File: src/rtl/ios_pkg.sv
package ios_pkg;

    typedef logic [23:0] addr_t;

    typedef struct packed {
        logic       sel_en;
        logic [1:0] range;
        logic       ram_en;
    } cfg_t;

    localparam cfg_t CFG_RESET = '{sel_en: 1'b0, range: 2'd3, ram_en: 1'b1};

    // log2 of the window size for a range code: 64, 256, 1024, 2048 bytes
    function automatic int win_log2(input int code);
        return (code < 3) ? (6 + 2 * code) : 11;
    endfunction

    // inclusive range test without a constant compare against zero
    function automatic logic in_span(input addr_t a, input addr_t lo, input addr_t hi);
        return (a - lo) <= (hi - lo);
    endfunction

endpackage

File: src/rtl/ios_space_map.sv
module ios_space_map
    import ios_pkg::*;
#(
    parameter addr_t ROM_LO = 24'h000000,
    parameter addr_t ROM_HI = 24'h00FFFF,
    parameter addr_t RAM_LO = 24'hFFE080,
    parameter addr_t RAM_HI = 24'hFFEFFF,
    parameter addr_t REG_LO = 24'hFFF800,
    parameter addr_t REG_HI = 24'hFFFFFF
) (
    input  addr_t addr,
    input  logic  ram_en,
    output logic  ext_o
);
    logic in_rom, in_ram, in_reg;

    always_comb begin
        in_rom = in_span(addr, ROM_LO, ROM_HI);
        in_ram = in_span(addr, RAM_LO, RAM_HI);
        in_reg = in_span(addr, REG_LO, REG_HI);
        ext_o  = !(in_rom || in_reg || (in_ram && ram_en));
    end
endmodule

File: src/rtl/ios_window.sv
module ios_window
    import ios_pkg::*;
#(
    parameter addr_t WIN_BASE = 24'hFFF000,
    parameter int    CODES    = 4
) (
    input  logic                       clk,
    input  logic                       rst_n,
    input  addr_t                      addr,
    input  logic [$clog2(CODES)-1:0]   code,
    output logic                       hit_o
);
    localparam int AW = $bits(addr_t);

    logic [CODES-1:0] hit_v;

    for (genvar gi = 0; gi < CODES; gi++) begin : g_code
        localparam int LG = win_log2(gi);
        assign hit_v[gi] = (addr[AW-1:LG] == WIN_BASE[AW-1:LG]);
    end

    assign hit_o = hit_v[code];

    // a hit never lies below the fixed base
    p_base_floor_r9: assert property (@(posedge clk) disable iff (!rst_n)
        hit_o |-> (addr >= WIN_BASE));
endmodule

File: src/rtl/ios_pin_mux.sv
module ios_pin_mux (
    input  logic hold,
    input  logic sel_en,
    input  logic cyc,
    input  logic ext,
    input  logic hit,
    output logic strobe_n
);
    logic as_low, sel_low;

    always_comb begin
        as_low   = cyc && ext;
        sel_low  = cyc && ext && hit;
        strobe_n = hold ? 1'b1 : !(sel_en ? sel_low : as_low);
    end
endmodule

File: src/rtl/ios_decoder.sv
module ios_decoder
    import ios_pkg::*;
#(
    parameter addr_t ROM_LO   = 24'h000000,
    parameter addr_t ROM_HI   = 24'h00FFFF,
    parameter addr_t RAM_LO   = 24'hFFE080,
    parameter addr_t RAM_HI   = 24'hFFEFFF,
    parameter addr_t REG_LO   = 24'hFFF800,
    parameter addr_t REG_HI   = 24'hFFFFFF,
    parameter addr_t WIN_BASE = 24'hFFF000
) (
    input  logic        clk,
    input  logic        rst_n,
    input  logic [23:0] bus_addr,
    input  logic        bus_cycle,
    input  logic        ram_enable,
    input  logic        sel_enable,
    input  logic [1:0]  sel_range,
    output logic        strobe_n,
    output logic        ext_space
);
    cfg_t cfg_d, cfg_q;
    logic hit;

    always_comb begin
        cfg_d        = cfg_q;
        cfg_d.sel_en = sel_enable;
        cfg_d.range  = sel_range;
        cfg_d.ram_en = ram_enable;
    end

    always_ff @(posedge clk or negedge rst_n) begin
        if (!rst_n) cfg_q <= CFG_RESET;
        else        cfg_q <= cfg_d;
    end

    ios_space_map #(
        .ROM_LO(ROM_LO), .ROM_HI(ROM_HI),
        .RAM_LO(RAM_LO), .RAM_HI(RAM_HI),
        .REG_LO(REG_LO), .REG_HI(REG_HI)
    ) u_map (
        .addr   (bus_addr),
        .ram_en (cfg_q.ram_en),
        .ext_o  (ext_space)
    );

    ios_window #(.WIN_BASE(WIN_BASE), .CODES(4)) u_win (
        .clk   (clk),
        .rst_n (rst_n),
        .addr  (bus_addr),
        .code  (cfg_q.range),
        .hit_o (hit)
    );

    ios_pin_mux u_mux (
        .hold     (!rst_n),
        .sel_en   (cfg_q.sel_en),
        .cyc      (bus_cycle),
        .ext      (ext_space),
        .hit      (hit),
        .strobe_n (strobe_n)
    );

    // no strobe outside a bus cycle
    p_idle_high_r4: assert property (@(posedge clk) disable iff (!rst_n)
        !bus_cycle |-> strobe_n);

    // address strobe follows every external cycle
    p_as_external_r2: assert property (@(posedge clk) disable iff (!rst_n)
        (!cfg_q.sel_en && bus_cycle && ext_space) |-> !strobe_n);

    // an I/O select low only ever marks an external access
    p_sel_external_r3: assert property (@(posedge clk) disable iff (!rst_n)
        (cfg_q.sel_en && !strobe_n) |-> ext_space);

    // enabled RAM never decodes as external
    p_ram_inside_r6: assert property (@(posedge clk) disable iff (!rst_n)
        (cfg_q.ram_en && in_span(bus_addr, RAM_LO, RAM_HI)) |-> !ext_space);

    // configuration is the control value of the previous clock
    p_cfg_delay_r7: assert property (@(posedge clk) disable iff (!rst_n)
        1'b1 |=> (cfg_q.range == $past(sel_range) && cfg_q.sel_en == $past(sel_enable)));
endmodule

File: config.mk
export PLATFORM = sky130hd
export DESIGN_NAME = ios_decoder
export DESIGN_NICKNAME = d
export VERILOG_FILES = /design/src/rtl/ios_pkg.sv /design/src/rtl/ios_space_map.sv /design/src/rtl/ios_window.sv /design/src/rtl/ios_pin_mux.sv /design/src/rtl/ios_decoder.sv
export SDC_FILE = /design/constraint.sdc
export NUM_CORES = 1
export LEC_CHECK = 0
export BUFFER_PORTS_ARGS = -buffer_cell sky130_fd_sc_hd__buf_2
export CAP_MARGIN = 20
export CORE_MARGIN = 2
export CORE_UTILIZATION = 47
export CTS_CLUSTER_SIZE = 8
export DETAILED_ROUTE_END_ITERATION = 8
export PLACE_DENSITY = 0.83
export SLEW_MARGIN = 20
export SYNTH_ARGS = -nofsm -noshare
export SYNTH_HDL_FRONTEND = slang
export SYNTH_SLANG_ARGS = --single-unit
export TNS_END_PERCENT = 20
File: constraint.sdc
create_clock -name clk -period 2.18 [get_ports clk]
set_input_delay 0.218 -clock clk [delete_from_list [all_inputs] [get_ports clk]]
set_output_delay 0.218 -clock clk [all_outputs]
set_load 0.01 [all_outputs]
==> Word-level counts from Yosys, hierarchy flattened <==
Index checks and enable logic that the tools add are counted.
{ "op_classes": {"order_cmp": 4, "n_shift": 0, "reduce_logical": 7, "div": 0, "muxes": 4, "mul": 0, "n_eq_ne": 4, "add_sub_neg": 2, "bitwise": 0} }
{ "op_table": {"columns": ["operator", "count"], "rows": [
  ["$sub 24x24->24 const B", 2],
  ["$le 24x11->1 const B", 1],
  ["$le 24x12->1 const B", 1],
  ["$le 24x16->1 const B", 1],
  ["$eq 18x18->1 const B", 1],
  ["$eq 16x16->1 const B", 1],
  ["$eq 14x14->1 const B", 1],
  ["$eq 13x13->1 const B", 1],
  ["$logic_and 1x1->1", 3],
  ["$lt 2x3->1 const B", 1],
  ["$mux 1", 3],
  ["$bmux 1 s2", 1],
  ["$logic_not 1->1", 2],
  ["$logic_or 1x1->1", 2]
]} }
{ "word_totals": {"latchBits": 0, "memories": 0, "mem_bits_rw": 0, "wordCells": 24, "output_inout_bits": 2, "reg_bits": 4, "mem_bits_ro": 0, "input_bits": 31} }

==> Longest topological paths before layout <==
{ "logic_depth": {"word_depth": 10, "depth_mapped": 8, "mapped_depth_nobuf": 8} }

==> By module <==
A second synthesis with hierarchy kept.
{ "hier_totals": {"hier_cells": 106, "area_unflattened_um2": 789.5} }
{ "modules_own_cells": {"columns": ["module", "seq_area_each_um2", "cells_per_inst", "area_each_um2", "n_inst"], "rows": [
  ["ios_space_map", 0.0, 90, 603.1, 1],
  ["ios_decoder", 103.8, 5, 107.6, 1],
  ["ios_window", 0.0, 9, 63.8, 1],
  ["ios_pin_mux", 0.0, 2, 15.0, 1]
]} }

==> Worst setup path after synthesis <==
OpenSTA, ideal clock, no wires.
{ "synth_path": {"kind": "in2out", "startpoint": "input port bus_addr[18]", "endpoint": "output port strobe_n", "stages": 7, "required_time_ns": 1.962, "n_path_buf": 1, "path_slack_ns": 0.075, "t_arrival_ns": 1.887, "path_cell_list": "buf_2 > nand4_4 > or4_4 > or3_1 > nand4_1 > a2111oi_2 > or3b_1"} }
{ "synth_between": {"elab_chain_cells": 10, "elab_cells_between_ends": 20, "cone_classes": "add/sub (2); order compare (3); eq/ne (4); mux (4); reduce/logical (7)"} }
{ "synth_rtl": {"columns": ["item", "line_no", "rtl"], "rows": [
  ["start, declared", "ios_decoder.sv:14", "input logic [23:0] bus_addr,"],
  ["$sub 24x24->24", "ios_pkg.sv:20", "return (a - lo) <= (hi - lo);"],
  ["$le 24x11->1 or $le 24x12->1 (tied branches)", "ios_pkg.sv:20", null],
  ["$logic_or 1x1->1 or $logic_and 1x1->1 (tied branches)", "ios_space_map.sv:21", "ext_o = !(in_rom || in_reg || (in_ram && ram_en));"],
  ["$logic_or 1x1->1", "ios_space_map.sv:21", null],
  ["$logic_not 1->1", "ios_space_map.sv:21", null],
  ["$logic_and 1x1->1", "ios_pin_mux.sv:12, ios_pin_mux.sv:13", null],
  ["$logic_and 1x1->1", "ios_pin_mux.sv:13", "sel_low = cyc && ext && hit;"],
  ["$mux 1 *", "ios_pin_mux.sv:14", "strobe_n = hold ? 1'b1 : !(sel_en ? sel_low : as_low);"],
  ["$logic_not 1->1 *", "ios_pin_mux.sv:14", null],
  ["$mux 1 *", "ios_pin_mux.sv:14", null],
  ["end, declared", "ios_decoder.sv:19", "output logic strobe_n,"]
]} }
Every way passes the cells marked *; elsewhere a longest branch is shown, timed or not. The select of a mux whose other input is x is not followed.

==> Final worst setup path <==
{ "layout_path": {"startpoint": "input port bus_addr[7]", "endpoint": "output port strobe_n"} }
Same word-level chain as after synthesis.

==> results.ini <==
[setup_path]
worstSetupEndpointType = output pin
cp_slowest_cell = or3b_1
path_class = in2out
start_kind = input pin
path_common_cell = buf_2
cp.required_ns = 1.96
worstPathCellList = buf_2, inv_1, ha_4, nor3b_2, o21ai_2, buf_4, a31oi_1, a2111oi_4, or3b_1, buf_2
cp.arrival_ns = 1.98
critPathMaxStageDelay_ns = 0.38
worstPathMaxFanout = 3

[layout]
regMostFlops = cfg_q
antenna_cells = 0
area_delta_synth_final_pct = 61.60
drive_above_1_share = 0.4841
largestRegisters = cfg_q x4
multi_input_area_sq_um = 732.0
nets = 194
largest_reg_flops = 4
fillers = 93
final_area_sq_um = 1290
regArea_sq_um = 103.9

[timing]
setup_viol = 1
final-hold-violation-count = 0
hold_ws_ns = 0.07547
period_share = 1.009
tightest_slew_ns = 0.3741
slew_violations = 0
clock.fmax_ghz = 0.4546
fin_ws_ns = -0.01973
final.min_clock_period_ns = 2.200
setup_tns_ns = -0.01973
rsz0062_at_grt = true
maxSlewHeadroom = 0.7483

[synthesis]
yosysWarnings = 0
synth_cells = 107
ys_seq_elements = 4
synth.distinct_cells = 50
ys_top_cells_by_area = dfstp_2 (9.9%), ha_1 (7.8%), nor2_1 (5.2%), nor4_1 (4.7%), nand3_1 (4.4%)
synth_ff_type = dfstp_2
synth_nets = 143
async_flop_share = 1.000
synth_area_leader_cell = dfstp_2
synth_edf_count = 0
synth.avg_cell_area_sq_um = 7.460
yosysTopAreaCellShare = 0.09875
synth_common_cells = nor2_1 (11), inv_1 (7), nand3_1 (7)
syn_area_sq_um = 798.3
synth_most_common_cell = nor2_1
seq_area_frac_synth = 0.1301

[detailed_routing]
ant_nets = 0
vias = 1162
drt-initial-drc-count = 70
wl_um = 3229
drc = 0
dr.pass1.iters = 5
wl_per_cell_um = 18.66
drt-vias-per-instance = 6.717

[power]
ir_drop_mv = 0.3528
finalPower_uw = 375.2
power.leakage_uw = 0.0005369
p_per_area_nw_per_um2 = 290.9

[clock_network]
htreeDepth = 1
cts_root_buffer = clkbuf_4
cts.sinks = 4
clk_pin_slew_ns = 0.05
cts_tree = yes
cts_buffers = 3
clock_path_buffers = 2

[die]
io_pins = 33
initial_core_util = 0.5179
die_x_um = 45.21
core_sq_um = 1541
dieArea_sq_um = 2044
die_h_um = 45.21
rows = 14

[placement]
place_area_sq_um = 1091
portBuffers = 26
gp_congestion = 0.8755
hpwl_um = 1973

[global_route]
track_usage = 0.3273
grt_pass1_vias = 1101
antenna_found_initial = 0
grt.overflow.total = 0
grt_max_degree = 11
grt_pass1_wl_um = 4857

[worst_hold_path]
hold_class = in2reg

[outcome]
status = finished, violations left
failed_checks = setup timing

[run]
maxCapViolations = 0

[cells in the final DEF, fill, tap and decap left out, types with 2 or more instances in the layout]
cell type,count
ha_1,4
nand4_1,2
nor2_1,10
nand3_1,6
a21oi_1,2
buf_4,27
and3_1,2
inv_2,2
nor4_1,5
inv_1,5
o21ai_0,3
buf_2,17
a211oi_2,2
a21o_1,2
nand2_1,6
clkbuf_4,4
nor3_1,4
a211oi_1,2
xor2_1,2
buf_6,5
a31oi_1,2
dfstp_2,3
[power by group]
group | internal (uW) | switching, uW | total (uW)
clock network | 69.3 | 39.0 | 108
registers | 80.6 | 1.98 | 82.6
logic | 86.9 | 97.5 | 184
total | 237 | 138 | 375
[what timing repair did]
action / in CTS / in global routing
hold buffers: 1 / 0
resized for setup: 20 / 10
setup buffers: 3 / 1
hold endpoints to repair: 4 / 0
pin swaps: 8 / 3
endpoints found under the setup margin: 2 / 2
[metrics by stage]
stage,setup slack [ns],std cells,util
CTS,0.002179,172,0.8093
detailed placement,-0.1010,164,0.7078
floorplan,0.07521,107,-
global route,-0.1505,173,0.8369
global placement,-0.04297,164,0.7078
finish,-0.01973,173,0.8369
[final timing paths]
kind                              start  cells after the start                 end
setup / recovery            bus_addr[7]                     10            strobe_n
hold / removal             sel_range[1]                      1  cfg_q[2]$_DFF_PN1_
max in group asynchronous         rst_n                      2  cfg_q[1]$_DFF_PN1_
min in group asynchronous         rst_n                      2  cfg_q[3]$_DFF_PN0_
[routing by layer]
layer | track usage | wire, um
met1 | 0.3893 | 1185
met2 | 0.5971 | 1632
met3 | 0.02800 | 281
met4 | 0.1294 | 128
met5 | 0 | 0
[critical path: cells and delay by family]
family	cells	cell delay, ns
and+or+nand+nor	2	0.63
buffers and inverters	4	0.51
adders and majority gates	1	0.15
AOI/OAI and AO/OA	3	0.47
[cell type report]
cell class	instances	area share
clock buffer	4	0.02037
inverter	7	0.02037
multi-input combinational	90	0.5674
sequential	4	0.08050
tap	16	0.01552
timing repair buffer	52	0.2958
[logic make-up (layout without fill, tap and decap cells)]
kind of cell,after synthesis,in the layout,share of synthesized area
compound gates,29,29,0.2790
xor+xnor,3,3,0.03292
fa+ha+maj,5,5,0.07837
buf+inv,13,63,0.06741
flops,4,4,0.1301
mux,2,2,0.02665
simple gates,51,51,0.3856
No activity file was read; power rests on OpenSTA's default activity.
